===== src/rtl/rtc_pkg.sv =====
package rtc_pkg;
  localparam int CNT_W = 2;
  localparam int CC_W  = 3;

  typedef logic [CNT_W-1:0] cnt_t;

  typedef enum logic [CC_W-1:0] {
    CC_NONE    = 3'd0,
    CC_TXN_ERR = 3'd4
  } cc_e;
endpackage


===== src/rtl/rtc_cfg_bank.sv =====
module rtc_cfg_bank
  import rtc_pkg::*;
#(
  parameter int NUM_EP = 8,
  parameter int EP_W   = 3
) (
  input  logic                    clk,
  input  logic                    rst_n,
  input  logic                    we,
  input  logic [EP_W-1:0]         wr_ep,
  input  cnt_t                    wr_cnt,
  output logic [NUM_EP*CNT_W-1:0] prog_flat
);
  cnt_t prog_q [NUM_EP];
  cnt_t prog_d [NUM_EP];
  logic [NUM_EP-1:0] en;

  always_comb begin
    for (int i = 0; i < NUM_EP; i++) begin
      en[i]     = we && (wr_ep == EP_W'(i));
      prog_d[i] = wr_cnt;
    end
  end

  always_ff @(posedge clk or negedge rst_n) begin
    if (!rst_n) begin
      for (int i = 0; i < NUM_EP; i++) prog_q[i] <= '0;
    end else begin
      for (int i = 0; i < NUM_EP; i++)
        if (en[i]) prog_q[i] <= prog_d[i];
    end
  end

  always_comb begin
    for (int i = 0; i < NUM_EP; i++)
      prog_flat[i*CNT_W +: CNT_W] = prog_q[i];
  end
endmodule


===== src/rtl/rtc_ep_slice.sv =====
module rtc_ep_slice
  import rtc_pkg::*;
(
  input  logic clk,
  input  logic rst_n,
  input  logic start,
  input  cnt_t load_val,
  input  logic hit,
  input  logic ok,
  output logic active_o,
  output cnt_t cnt_o,
  output logic retry_o,
  output logic fail_o
);
  logic act_q, act_d;
  cnt_t cnt_q, cnt_d;
  logic live_fail;
  logic last_try;
  logic en;

  assign live_fail = hit && act_q && !ok;
  assign last_try  = (cnt_q == cnt_t'(1));
  assign retry_o   = live_fail && !last_try;
  assign fail_o    = live_fail && last_try;
  assign en        = start || (hit && act_q);

  always_comb begin
    act_d = act_q;
    cnt_d = cnt_q;
    if (start) begin
      act_d = 1'b1;
      cnt_d = load_val;
    end else if (hit && act_q) begin
      if (ok) begin
        act_d = 1'b0;
      end else if (last_try) begin
        act_d = 1'b0;
        cnt_d = '0;
      end else if (cnt_q != '0) begin
        cnt_d = cnt_q - cnt_t'(1);
      end
    end
  end

  always_ff @(posedge clk or negedge rst_n) begin
    if (!rst_n) begin
      act_q <= 1'b0;
      cnt_q <= '0;
    end else if (en) begin
      act_q <= act_d;
      cnt_q <= cnt_d;
    end
  end

  assign active_o = act_q;
  assign cnt_o    = cnt_q;
endmodule


===== src/rtl/rtc_report.sv =====
module rtc_report
  import rtc_pkg::*;
#(
  parameter int NUM_EP = 8,
  parameter int EP_W   = 3
) (
  input  logic              clk,
  input  logic              rst_n,
  input  logic [NUM_EP-1:0] retry_vec,
  input  logic [NUM_EP-1:0] fail_vec,
  output logic              retry_valid,
  output logic [EP_W-1:0]   retry_ep,
  output logic              err_valid,
  output logic [EP_W-1:0]   err_ep,
  output logic [CC_W-1:0]   err_code
);
  logic [EP_W-1:0] r_idx, f_idx;
  logic            rv_d, ev_d;
  cc_e             code_d;
  logic            rv_q, ev_q;
  logic [EP_W-1:0] rep_q, eep_q;
  cc_e             code_q;

  always_comb begin
    r_idx = '0;
    f_idx = '0;
    for (int i = 0; i < NUM_EP; i++) begin
      if (retry_vec[i]) r_idx = r_idx | EP_W'(i);
      if (fail_vec[i])  f_idx = f_idx | EP_W'(i);
    end
    rv_d   = |retry_vec;
    ev_d   = |fail_vec;
    code_d = ev_d ? CC_TXN_ERR : CC_NONE;
  end

  always_ff @(posedge clk or negedge rst_n) begin
    if (!rst_n) begin
      rv_q   <= 1'b0;
      ev_q   <= 1'b0;
      rep_q  <= '0;
      eep_q  <= '0;
      code_q <= CC_NONE;
    end else begin
      rv_q   <= rv_d;
      ev_q   <= ev_d;
      rep_q  <= r_idx;
      eep_q  <= f_idx;
      code_q <= code_d;
    end
  end

  assign retry_valid = rv_q;
  assign retry_ep    = rep_q;
  assign err_valid   = ev_q;
  assign err_ep      = eep_q;
  assign err_code    = code_q;
endmodule


===== src/rtl/retry_err_ctl.sv =====
module retry_err_ctl
  import rtc_pkg::*;
#(
  parameter int NUM_EP = 8,
  parameter int EP_W   = (NUM_EP > 1) ? $clog2(NUM_EP) : 1
) (
  input  logic            clk,
  input  logic            rst_n,
  input  logic            cfg_we,
  input  logic [EP_W-1:0] cfg_ep,
  input  logic [1:0]      cfg_cnt,
  input  logic            xfer_start,
  input  logic [EP_W-1:0] xfer_ep,
  input  logic            att_valid,
  input  logic [EP_W-1:0] att_ep,
  input  logic            att_ok,
  output logic            retry_valid,
  output logic [EP_W-1:0] retry_ep,
  output logic            err_valid,
  output logic [EP_W-1:0] err_ep,
  output logic [2:0]      err_code
);
  logic rst_s0, rst_q_n;

  always_ff @(posedge clk or negedge rst_n) begin
    if (!rst_n) begin
      rst_s0  <= 1'b0;
      rst_q_n <= 1'b0;
    end else begin
      rst_s0  <= 1'b1;
      rst_q_n <= rst_s0;
    end
  end

  logic [NUM_EP*CNT_W-1:0] prog_flat;
  logic [NUM_EP*CNT_W-1:0] cnt_flat;
  logic [NUM_EP-1:0]       active_vec;
  logic [NUM_EP-1:0]       start_vec, hit_vec, retry_vec, fail_vec;

  rtc_cfg_bank #(.NUM_EP(NUM_EP), .EP_W(EP_W)) u_cfg (
    .clk       (clk),
    .rst_n     (rst_q_n),
    .we        (cfg_we),
    .wr_ep     (cfg_ep),
    .wr_cnt    (cfg_cnt),
    .prog_flat (prog_flat)
  );

  for (genvar g = 0; g < NUM_EP; g++) begin : g_ep
    assign start_vec[g] = xfer_start && (xfer_ep == EP_W'(g));
    assign hit_vec[g]   = att_valid && (att_ep == EP_W'(g)) && !start_vec[g];

    rtc_ep_slice u_slice (
      .clk      (clk),
      .rst_n    (rst_q_n),
      .start    (start_vec[g]),
      .load_val (prog_flat[g*CNT_W +: CNT_W]),
      .hit      (hit_vec[g]),
      .ok       (att_ok),
      .active_o (active_vec[g]),
      .cnt_o    (cnt_flat[g*CNT_W +: CNT_W]),
      .retry_o  (retry_vec[g]),
      .fail_o   (fail_vec[g])
    );
  end

  rtc_report #(.NUM_EP(NUM_EP), .EP_W(EP_W)) u_rep (
    .clk         (clk),
    .rst_n       (rst_q_n),
    .retry_vec   (retry_vec),
    .fail_vec    (fail_vec),
    .retry_valid (retry_valid),
    .retry_ep    (retry_ep),
    .err_valid   (err_valid),
    .err_ep      (err_ep),
    .err_code    (err_code)
  );
endmodule


===== config.mk =====
export PLATFORM = sky130hd
export DESIGN_NAME = retry_err_ctl
export DESIGN_NICKNAME = d
export VERILOG_FILES = /design/src/rtl/rtc_pkg.sv /design/src/rtl/rtc_cfg_bank.sv /design/src/rtl/rtc_ep_slice.sv /design/src/rtl/rtc_report.sv /design/src/rtl/retry_err_ctl.sv
export SDC_FILE = /design/constraint.sdc
export NUM_CORES = 1
export LEC_CHECK = 0
export ABC_AREA = 1
export ABC_CLOCK_PERIOD_IN_PS = 1600
export BUFFER_PORTS_ARGS = -buffer_cell sky130_fd_sc_hd__buf_2
export CELL_PAD_IN_SITES_DETAIL_PLACEMENT = 1
export CELL_PAD_IN_SITES_GLOBAL_PLACEMENT = 1
export CORE_MARGIN = 2
export CORE_UTILIZATION = 30
export CTS_CLUSTER_SIZE = 12
export DETAILED_ROUTE_END_ITERATION = 8
export PLACE_DENSITY = 0.71
export SLEW_MARGIN = 10
export SYNTH_ARGS = -nofsm -noshare
export SYNTH_HDL_FRONTEND = slang
export SYNTH_HIERARCHICAL = 1
export SYNTH_SLANG_ARGS = --single-unit

===== constraint.sdc =====
create_clock -name clk -period 1.6 [get_ports clk]
set_input_delay 0.16 -clock clk [delete_from_list [all_inputs] [get_ports clk]]
set_output_delay 0.16 -clock clk [all_outputs]
set_load 0.05 [all_outputs]

; After elaboration in Yosys (flattened, before gate mapping)
; Cells that the tools add are included.
; Widths: inputs -> output; s select.
[word_totals]
reg_bits = 53
word_cells = 305
inputBits = 17
output_inout_bits = 11
[classes]
muxes = 87
reduce_logical = 142
n_addsub = 8
n_eq_ne = 37
[op_table]
columns = op, count
row1 = $mux 2, 44
row2 = $logic_and 1x1->1, 64
row3 = $reduce_bool 3->1, 16
row4 = $eq 3x3->1 const B, 12
row5 = $mux 1, 34
row6 = $reduce_and 4->1, 8
row7 = $reduce_bool 2->1, 16
row8 = $mux 3, 9
row9 = $reduce_and 3->1, 8
row10 = $eq 3x2->1 const B, 6
row11 = $logic_not 1->1, 17
row12 = $eq 2x1->1 const B, 8
row13 = $ne 2x1->1 const B, 8
row14 = $reduce_or 8->1, 2
row15 = $sub 2x1->2 const B, 8
row16 = $eq 3x1->1 const B, 3
row17 = $logic_not 3->1, 3
row18 = $logic_or 1x1->1, 8

; Longest topological paths before layout
; Gate-level depths: netlist of the first run.
[logic_depth]
word_depth = 14
mapped_depth = 12
mapped_depth_nobuf = 12

; Cells and area by module
; The synthesis of the first run kept the hierarchy.
[modules_own_cells]
columns = mod, area_per_inst_um2, cells_per_inst, seq_area_each_um2, instances
row1 = rtc_ep_slice, 219.0, 31, 75.1, 8
row2 = rtc_cfg_bank, 719.4, 93, 400.4, 1
row3 = rtc_report, 379.1, 48, 200.2, 1
row4 = retry_err_ctl, 226.5, 47, 50.0, 1

; Least setup slack after synthesis of the first run
; Ideal clock, no wire load.
[synth_path]
path_type = input-to-reg
startpoint = input xfer_ep[2]
endpoint = register u_rep.rv_q (netlist: u_rep/retry_valid)
t_arrival_ns = 1.072
cell_stages = 12
setup_ns = 0.120
path_buffers = 0
t_required_ns = 1.480
setup_slack_ns = 0.409
path_cell_list = inv_1 -> nand2_1 -> nor2_1 -> nor2_1 -> nand2_2 -> nor2_4 -> inv_1 -> nor2_1 -> inv_1 -> nand2_1 -> nor2_2 -> nand2_1
[synth_via]
elab_chain_len = 8
elab_cells_between_ends = 57
cone_classes = eq/ne: 7 / reduce/logical: 50
[synth_lines]
columns = element, line_no
row1 = "start, declared", retry_err_ctl.sv:13  ; input logic [EP_W-1:0] xfer_ep,
row2 = $eq 3x2->1, retry_err_ctl.sv:50  ; assign start_vec[g] = xfer_start && (xfer_ep == EP_W'(g));
row3 = $logic_and 1x1->1, retry_err_ctl.sv:50
row4 = net start_vec[3], retry_err_ctl.sv:38  ; logic [NUM_EP-1:0] start_vec, hit_vec, retry_vec, fail_vec;
row5 = $logic_not 1->1, retry_err_ctl.sv:51  ; assign hit_vec[g] = att_valid && (att_ep == EP_W'(g)) && !start_vec[g];
row6 = $logic_and 1x1->1, retry_err_ctl.sv:51
row7 = net hit_vec[3], retry_err_ctl.sv:38
row8 = $logic_and 1x1->1 (2 in a row), rtc_ep_slice.sv:21  ; assign live_fail = hit && act_q && !ok;
row9 = $logic_and 1x1->1, rtc_ep_slice.sv:23  ; assign retry_o = live_fail && !last_try;
row10 = net retry_vec[3], retry_err_ctl.sv:38
row11 = $reduce_or 8->1, rtc_report.sv:31  ; rv_d = |retry_vec;
row12 = net u_rep.rv_d, rtc_report.sv:18  ; logic rv_d, ev_d;
row13 = "end signal, assigned", rtc_report.sv:44  ; rv_q <= rv_d;
row14 = "end, declared", rtc_report.sv:20  ; logic rv_q, ev_q;
; The timed path passes the listed nets, and every way through them passes these cells.
; A chain may end at the register's enable or synchronous reset.

; Worst setup path after layout of the first run
[layout_path]
startpoint = register g_ep[1].u_slice.cnt_q[0]
endpoint = register g_ep[1].u_slice.cnt_q[0]
[layout_via]
elab_chain_len = 6
elab_cells_between_ends = 10
cone_classes = add/sub: 1 / eq/ne: 1 / mux: 5 / reduce/logical: 3
[layout_lines]
columns = element, line_no
row1 = "start, declared", rtc_ep_slice.sv:16  ; cnt_t cnt_q, cnt_d;
row2 = "start signal, assigned", rtc_ep_slice.sv:51  ; cnt_q <= cnt_d;
row3 = $sub 2x1->2, rtc_ep_slice.sv:40  ; cnt_d = cnt_q - cnt_t'(1);
row4 = $mux 2, rtc_ep_slice.sv:39  ; end else if (cnt_q != '0) begin
row5 = $mux 2, rtc_ep_slice.sv:36  ; end else if (last_try) begin
row6 = $mux 2, rtc_ep_slice.sv:34  ; if (ok) begin
row7 = $mux 2, rtc_ep_slice.sv:33  ; end else if (hit && act_q) begin
row8 = $mux 2, rtc_ep_slice.sv:30  ; if (start) begin
; Parallel ways exist; a longest one is shown, timed or not. The select of a mux whose other input is x is not followed.

==> results of run 1 <==
==> cell usage after synthesis, types with 4 or more instances <==
cell type | number | area [um^2]
nor2_1 | 41 | 154
nand2_2 | 26 | 163
nand4_1 | 4 | 25.0
inv_1 | 50 | 188
nand2_1 | 157 | 589
inv_2 | 21 | 78.8
dfrtp_1 | 50 | 1250
nor2_4 | 10 | 113
o21ai_0 | 16 | 80.1
nor2_2 | 5 | 31.3
ha_1 | 16 | 200
nand3_1 | 32 | 160
==> state kept, by name, summed over array words and instances (netlist names) <==
signal,flops
u_rep/retry_ep,3
g_ep.u_slice/active_o,8
rst_s0,1
rst_q_n,1
u_rep/retry_valid,1
u_rep/err_ep,3
g_ep.u_slice/cnt_o,16
u_rep/err_code,1
u_cfg/prog_flat,16
==> area by class of cell <==
type                       count  area, um^2
fill                        1272        6270
multi-input combinational    310        1530
sequential                    50        1250
inverter                      72         270
timing repair buffer          36         235
tap                          133         166
clock buffer                   6        82.6
clock inverter                 2        60.1
==> per-layer routing <==
metal	track usage, %	wire length, um
met5	0	0
met4	3.81	91
met3	2.29	172
met2	26.2	3650
met1	19.7	3750
==> final timing paths <==
path	end	slack [ns]
max in group asynchronous	u_cfg/prog_flat[5]	0.80
setup / recovery	g_ep[1].u_slice/cnt_o[0]	0.36
min in group clk	u_cfg/prog_flat[6]	0.16
hold / removal	rst_s0	0.15
hold reg to reg	g_ep[7].u_slice/active_o	0.26
setup reg to reg	g_ep[1].u_slice/cnt_o[0]	0.36
==> kinds of logic after synthesis <==
logic type | count (synthesis)
compound gates | 16
other cells | 2
flops | 50
fa+ha+maj | 16
simple gates | 275
buf+inv | 77
==> power by group <==
part           leakage (nW)  internal, mW  total [mW]  switching [mW]
clock network        0.0714         0.667        1.11           0.448
registers             0.621          1.61        1.85           0.243
logic                  1.26         0.565        1.53           0.960
==> worst reg2reg max path: cells and delay by family, from the launching register on <==
family | cells | cell delay (ns)
adder cells (fa/ha/maj) | 1 | 0.27
buffers and inverters | 1 | 0.11
flip-flops | 1 | 0.41
AND/OR/NAND/NOR | 5 | 0.35
==> through the flow <==
stage / setup WS, ns / cells / hold slack [ns]
after global placement: 0.178 / 600 / -0.0514
after global routing: 0.255 / 609 / 0.148
after detailed placement: 0.106 / 600 / -0.0498
after CTS: 0.349 / 609 / 0.136
after floorplan: 0.105 / 437 / -0.136
final: 0.365 / 609 / 0.153
==> placed cells by master (no fill, tap or decap) <==
master | Yosys | routed
ha_1 | 16 | 16
dfrtp_2 | 0 | 1
nor2_1 | 41 | 41
inv_1 | 50 | 50
nand3_1 | 32 | 32
nand2_2 | 26 | 26
buf_12 | 0 | 2
dlygate4sd3_1 | 0 | 1
buf_2 | 0 | 25
nand4_1 | 4 | 4
clkinv_1 | 1 | 1
nor2_4 | 10 | 10
nand2_1 | 157 | 157
conb_1 | 2 | 3
buf_4 | 3 | 8
clkbuf_8 | 0 | 6
nor2_2 | 5 | 5
o21ai_0 | 16 | 16
bufinv_16 | 0 | 2
inv_2 | 21 | 21
dfrtp_1 | 50 | 49
==> repair_timing <==
item                       4_1_cts  5_1_grt
setup buffers                    0        0
setup endpoints to repair        0        0
hold endpoints to repair         2        0
hold buffers                     1        0
==> flow_metrics.tcl, run 1 <==
set metrics [dict create \
    status "finished, final reports clean" \
    htreeDepth 2 \
    synth.area.mux_share_pct 0 \
    crit_chain "ha_1 -> inv_2 -> nand2_1 -> nand2_2 -> nand2_2 -> nand2_1 -> nand2_1" \
    rsz0062_at_grt "no" \
    drive_gt1_share_pct 22.3 \
    critical_path_buf_inv_count 1 \
    crit_arrival_ns 1.44 \
    worstReg2RegStart "g_ep[1].u_slice/cnt_o[0]" \
    area_growth_pct 16.8 \
    insertion_delay_ns 0.30 \
    post-dp-hpwl_um 6230 \
    synth_flop_cell "dfrtp_1" \
    leakage_nw 1.95 \
    synth_edf_count 0 \
    synth-xor-area-share_pct 0 \
    path_depth 7 \
    ff2ff_path_depth 7 \
    fp.coreArea_um2 9860 \
    worst_slew_margin_rel_pct 63.2 \
    io_buffers 25 \
    synthAdderAreaFrac_pct 6.51 \
    die_x_um 105 \
    synth_cell_type_count 16 \
    synth-warning-count 6 \
    diodes 0 \
    dieArea_um2 11100 \
    synth-seq-cells 50 \
    via_count 2702 \
    viasPerCell 4.44 \
    grt_max_degree 28 \
    firstDrtPassIters 4 \
    rows 36 \
    cap_viol_max_count 0 \
    grt_pass1_vias 2970 \
    cts_buffers 5 \
    crit_family "flip-flops" \
    power.density_nw_per_um2 1250 \
    crit_fanout 3 \
    antenna_found_initial 0 \
    synth_top_family_by_area "simple AND/OR/NAND/NOR gates" \
    max_slew.worst_pin.slew_ns 0.552 \
    final_antenna_net_count 0 \
    synth_compound_area_share_pct 2.60 \
    finalNetCount 508 \
    min_period_ns 1.24 \
    power_mw 4.49 \
    hold_viol_final 0 \
    vdd_drop_max_uv 510 \
    skew_ns 0.00800 \
    drv_slew 0 \
    fmax_mhz 810 \
    min_period_over_period_pct 77.2 \
    drt_drc_violations_left 0 \
    fin_util_pct 36.4 \
    cts_resized 0 \
    grt_first_pass_wirelength_um 13700 \
    startpoint "g_ep[1].u_slice/cnt_o[0]" \
    cts.path.max_buffers 2 \
    clock-root-buffer "clkbuf_8" \
    synthSimpleGateAreaFrac_pct 40.1 \
    gr-total-overflow 0 \
    wl_per_cell_um 12.6 \
    avgSynthCellArea_um2 7.06 \
    groute.usage.overall_pct 15.1 \
    path_class "flop to flop" \
    critPathSlowestCell "dfrtp_1" \
    routed_wirelength_um 7660 \
    cp_slowest_stage_delay_ns 0.41 \
    start_util_pct 31.2 \
    clk_pin_slew_ns 0.10 \
    synth.yosys.seq_area_share_pct 40.7 \
    final_area_um2 3590 \
    hold_path.class "primary input to async pin" \
    crit_path_start_kind "flop" \
    cts_tree "built" \
    clock-sinks 50 \
    synthCells 436 \
    syn_area_um2 3080 \
    dpl-instance-area_um2 3440 \
    synth-async-reset-ratio_pct 100 \
    crit_top_cell "nand2_1" \
    worstPathRequired_ns 1.81 \
    finalSetupViolations 0 \
    tns_ns 0 \
    gp_congestion 0.754 \
    fp.dieH_um 105 \
    worstSetupEndpointType "flop" \
    ios 28 \
    dr.first_iter.drc_count 48 \
]
Power figures use the tool's default switching activity.
==> run 2, diff against run 1 <==
Settings changed: ABC_AREA 1 to 0, ABC_CLOCK_PERIOD_IN_PS 1600 to 1200, PLACE_DENSITY 0.71 to 0.65.
Clock period 1.6 ns to 1.2 ns, I/O delays scaled along.
==> flow_metrics.tcl, run 2 <==
set metrics [dict create \
    status "complete, but fails checks" \
    violations "setup timing" \
    avgSynthCellArea_um2 10.8 \
    ff2ff_path_depth 4 \
    leakage_nw 2.09 \
    antenna_found_initial 0 \
    synth.area.top_cells "dfrtp_1, ha_1, mux2_2" \
    nFillCells 992 \
    drt_drc_violations_left 0 \
    crit_path_start_kind "flop" \
    gp_congestion 0.795 \
    finalNetCount 421 \
    routed_wirelength_um 9400 \
    synth-async-reset-ratio_pct 100 \
    grt_max_degree 21 \
    final_antenna_net_count 0 \
    min_period_ns 1.52 \
    min_period_over_period_pct 127 \
    crit_arrival_ns 1.72 \
    gr-total-overflow 0 \
    via_count 2677 \
    syn_area_um2 2910 \
    diodes 0 \
    synth-warning-count 6 \
    ff_latch_area_um2 1250 \
    final_common_cell "buf_4" \
    reg2reg_slack_ns -0.32 \
    synth-seq-cells 50 \
    synth_most_common_cell "dfrtp_1" \
    fmax_mhz 658 \
    crit_fanout 2 \
    clock-sinks 50 \
    grt_pass1_vias 2871 \
    final_cells 518 \
    hold_viol_final 0 \
    drive_gt1_share_pct 62.5 \
    synth_cell_type_count 35 \
    insertion_delay_ns 0.31 \
    cts.path.max_buffers 2 \
    worstReg2RegStart "g_ep[7].u_slice/active_o" \
    viasPerCell 5.17 \
    post-dp-hpwl_um 6340 \
    clk_pin_slew_ns 0.10 \
    cts_tree "built" \
    rsz0062_at_grt "yes" \
    dr.first_iter.drc_count 82 \
    groute.usage.overall_pct 18.1 \
    final_cell_mix "buf_4, dfrtp_1, buf_6, buf_2, nand2_1" \
    start_util_pct 31.2 \
    finalWorstSetupSlack_ns -0.321 \
    place_inst 488 \
    yosysTopAreaCell "dfrtp_1" \
    worstSetupEndpointType "flop" \
    drv_slew 0 \
    synth_common_cells "dfrtp_1, nand2_1, ha_1, inv_1, nor3_1" \
    wl_per_cell_um 18.1 \
    path_class "flop to flop" \
    hold_path.class "primary input to async pin" \
    die_x_um 102 \
    multi_input_area_um2 2250 \
    fin_util_pct 50.9 \
    ios 28 \
    fp.coreArea_um2 9330 \
    fp.dieH_um 102 \
    area_growth_pct 63.2 \
    holdWs_ns 0.115 \
    clock-root-buffer "clkbuf_8" \
    vdd_drop_max_uv 646 \
    cts_buffers 5 \
    synth_top_cell_area_share_pct 43.0 \
    synth_flop_cell "dfrtp_1" \
    synth_edf_count 0 \
    firstDrtPassIters 4 \
    grt_first_pass_wirelength_um 14500 \
    finalSetupViolations 25 \
    synth.yosys.seq_area_share_pct 43.0 \
    r2r_end "u_rep/err_code[2]" \
    rows 35 \
    worstPathRequired_ns 1.40 \
    htreeDepth 2 \
    io_buffers 25 \
    dieArea_um2 10500 \
    power.density_nw_per_um2 1890 \
    skew_ns 0.00800 \
    synthCells 270 \
    cap_viol_max_count 0 \
]
==> run 2: cell types whose count changed after synthesis, moves of 9 or more <==
| cell | previous run | this run |
|---|---|---|
| nand2b_1 | 0 | 11 |
| nor4_1 | 0 | 11 |
| nor2_4 | 10 | 0 |
| inv_1 | 50 | 16 |
| inv_2 | 21 | 0 |
| nor3_1 | 0 | 14 |
| mux2_2 | 0 | 9 |
| nand2_2 | 26 | 0 |
| nand2_1 | 157 | 18 |
| nand3_1 | 32 | 0 |
| nor2_1 | 41 | 8 |
==> run 2: power by group <==
| part | switching (mW) | leakage [nW] | internal [mW] |
|---|---|---|---|
| clock | 0.582 | 0.0482 | 0.467 |
| combinational | 2.32 | 1.44 | 3.10 |
| sequential | 0.345 | 0.603 | 2.15 |
==> run 2: stage by stage <==
step	power, mW	setup slack [ns]	instance area, um^2	setup TNS [ns]
2_1_floorplan	4.24	-0.478	3050	-2.70
3_3_place_gp	5.35	-0.594	3850	-9.71
3_5_place_dp	5.51	-0.612	3850	-10.57
4_1_cts	8.14	-0.313	4470	-3.66
5_1_grt	9.53	-0.362	4740	-5.01
6_report	8.96	-0.321	4740	-3.86
==> run 2: timing repair <==
action                     in CTS  in global routing
pin swaps                      35                 23
gates resized for setup        89                 46
hold buffers                    1                  0
hold endpoints to repair        2                  0
setup buffers                  16                  9
setup endpoints to repair      24                 26
==> run 2: cell families after synthesis <==
family,share of synthesized area [%]
fa+ha+maj,6.89
compound gates,11.7
flops,43.0
buf+inv,2.84
simple gates,29.1
mux,6.20
other cells,0.258
==> run 2: cell type report <==
cell class	count	share of cell area (%)
well taps	129	3.40
inverters	16	1.42
clock buffers	7	1.82
clock inverters	1	0.105
flip-flops and latches	50	26.4
repair buffers	113	19.4
multi-input cells	202	47.4
==> run 2: worst max path at each step <==
stage                     cells past startpoint  slack, ns                       end                startpoint
final                                         4      -0.32         u_rep/err_code[2]  g_ep[7].u_slice/active_o
after floorplan                               6      -0.48         u_rep/err_code[2]                xfer_ep[2]
after global placement                        8      -0.59  g_ep[1].u_slice/cnt_o[1]                xfer_ep[0]
after detailed placement                      8      -0.61  g_ep[1].u_slice/cnt_o[1]                xfer_ep[0]
after CTS                                     4      -0.31         u_rep/err_code[2]  g_ep[2].u_slice/active_o
after global routing                          4      -0.36         u_rep/err_code[2]  g_ep[2].u_slice/active_o
==> run 2: critical path, cell delays in order (launching register included) <==
cell	delay (ns)
dfrtp_1	0.40
and3b_2	0.21
and2_4	0.16
or4_4	0.51
nand2b_4	0.15
==> run 2: layer usage <==
layer  GRT usage [%]  vias to the layer above  wire (um)
met5               0                        -          0
met4            5.33                        0        123
met3            1.78                        6        233
met2            33.1                       31       5050
met1            22.3                     1390       3990
li1                -                     1250          -
==> run 3, diff against run 2 <==
Settings changed: SETUP_SLACK_MARGIN set to 0.1, TNS_END_PERCENT set to 100.
==> flow_metrics.tcl, run 3 (synthesized netlist as in run 2, its figures left out) <==
set metrics [dict create \
    status "complete, but fails checks" \
    violations "setup timing" \
    groute.usage.overall_pct 17.3 \
    finalWorstSetupSlack_ns -0.334 \
    combinationalPowerShare_pct 60.2 \
    crit_path_start_kind "flop" \
    hold_viol_final 0 \
    place_inst 484 \
    place_ws_ns -0.591 \
    drv_slew 0 \
    finalSetupViolations 24 \
    final_area_um2 4670 \
    drt_drc_violations_left 0 \
    fp.dieH_um 102 \
    grt_pass1_vias 2766 \
    final_antenna_net_count 0 \
    fp.coreArea_um2 9330 \
    drt-met1-wl_um 3950 \
    crit_arrival_ns 1.76 \
    cts_tree "built" \
    worstSetupEndpointType "flop" \
    firstDrtPassIters 4 \
    path_class "flop to flop" \
    p_switching_mw 3.22 \
    met2_length_um 4580 \
    gr-total-overflow 0 \
    min_period_over_period_pct 128 \
    hold_path.class "primary input to async pin" \
    dpl-instance-area_um2 3800 \
    wl_met3_um 181 \
    wl_per_cell_um 16.9 \
    power.density_nw_per_um2 1900 \
    fin_util_pct 50.1 \
    routed_wirelength_um 8770 \
    cap_viol_max_count 0 \
    seqPwrFrac_pct 28.1 \
    final_cell_mix "buf_4, dfrtp_1, buf_2, nand2_1" \
    insertion_delay_ns 0.32 \
    area_growth_pct 60.8 \
    tns_ns -3.93 \
    rsz0062_at_grt "yes" \
    drive_gt1_share_pct 64.0 \
    fmax_mhz 652 \
    dr.max_layer_used "met4" \
    leakage_nw 2.06 \
    p_sw_share_pct 36.2 \
    p_clk_share_pct 11.7 \
    antenna_found_initial 0 \
    p_int_mw 5.67 \
    skew_ns 0.00950 \
    viasPerCell 5.09 \
    gp_congestion 0.806 \
    grt_first_pass_wirelength_um 14100 \
    dr.first_iter.drc_count 40 \
    die_x_um 102 \
    final_cells 518 \
    clk_pin_slew_ns 0.10 \
    power_mw 8.90 \
    finalNetCount 421 \
    dieArea_um2 10500 \
    post-dp-hpwl_um 5940 \
    min_period_ns 1.53 \
    cts.path.max_buffers 2 \
    via_count 2636 \
    htreeDepth 2 \
    ios 28 \
    rows 35 \
    clock-sinks 50 \
    worstPathRequired_ns 1.42 \
    io_buffers 25 \
    vdd_drop_max_uv 591 \
    cts_buffers 5 \
    diodes 0 \
    grt_max_degree 49 \
    start_util_pct 31.2 \
    crit_fanout 3 \
    final_common_cell "buf_4" \
    clock-root-buffer "clkbuf_8" \
    holdWs_ns 0.0952 \
]
## run 3: final timing paths
kind                                                from                        to  slack (ns)  cells after the start
worst max-delay path            g_ep[7].u_slice/cnt_o[0]         u_rep/err_code[2]       -0.33                      4
worst max register to register  g_ep[7].u_slice/cnt_o[0]         u_rep/err_code[2]       -0.33                      4
worst min register to register                   rst_q_n        u_cfg/prog_flat[1]        0.25                      1
max in group asynchronous                        rst_q_n  g_ep[7].u_slice/cnt_o[1]        0.71                      1
worst min-delay path                               rst_n                   rst_q_n         0.1                      2
min in group clk                              cfg_cnt[0]        u_cfg/prog_flat[8]        0.17                      2
## run 3: repair_timing
action / in CTS / in global routing
hold endpoints to repair: 2 / 0
setup endpoints to repair: 27 / 32
pin swaps: 50 / 26
setup buffers: 16 / 9
hold buffers: 1 / 0
resized for setup: 80 / 43
## run 3: worst max-delay path, stage by stage (launching register included)
cell,delay (ns)
dfrtp_1,0.43
ha_4,0.19
and2_4,0.16
or4_4,0.51
nand2b_4,0.15
## run 3: layout make-up
| type | count | area (um^2) |
|---|---|---|
| Timing Repair Buffer | 113 | 868 |
| Clock inverter | 3 | 21.3 |
| Multi-Input combinational cell | 202 | 2230 |
| Fill cell | 992 | 4650 |
| Clock buffer | 5 | 68.8 |
| Tap cell | 129 | 161 |
| Inverter | 16 | 75.1 |
| Sequential cell | 50 | 1250 |
## run 3: metal layers
metal / GRT usage [%] / up-vias
li1: - / 1253
met1: 22.8 / 1344
met2: 30.3 / 33
met3: 2.26 / 6
met4: 4.00 / 0
met5: 0 / -
## run 3: power groups by stage
stage | Clock (mW) | Combinational, mW | Sequential, mW
after floorplan | 0 | 1.75 | 2.53
after global placement | 0 | 2.98 | 2.45
after detailed placement | 0 | 3.12 | 2.48
after CTS | 1.06 | 4.57 | 2.47
after global routing | 1.14 | 5.77 | 2.55
final | 1.04 | 5.36 | 2.50
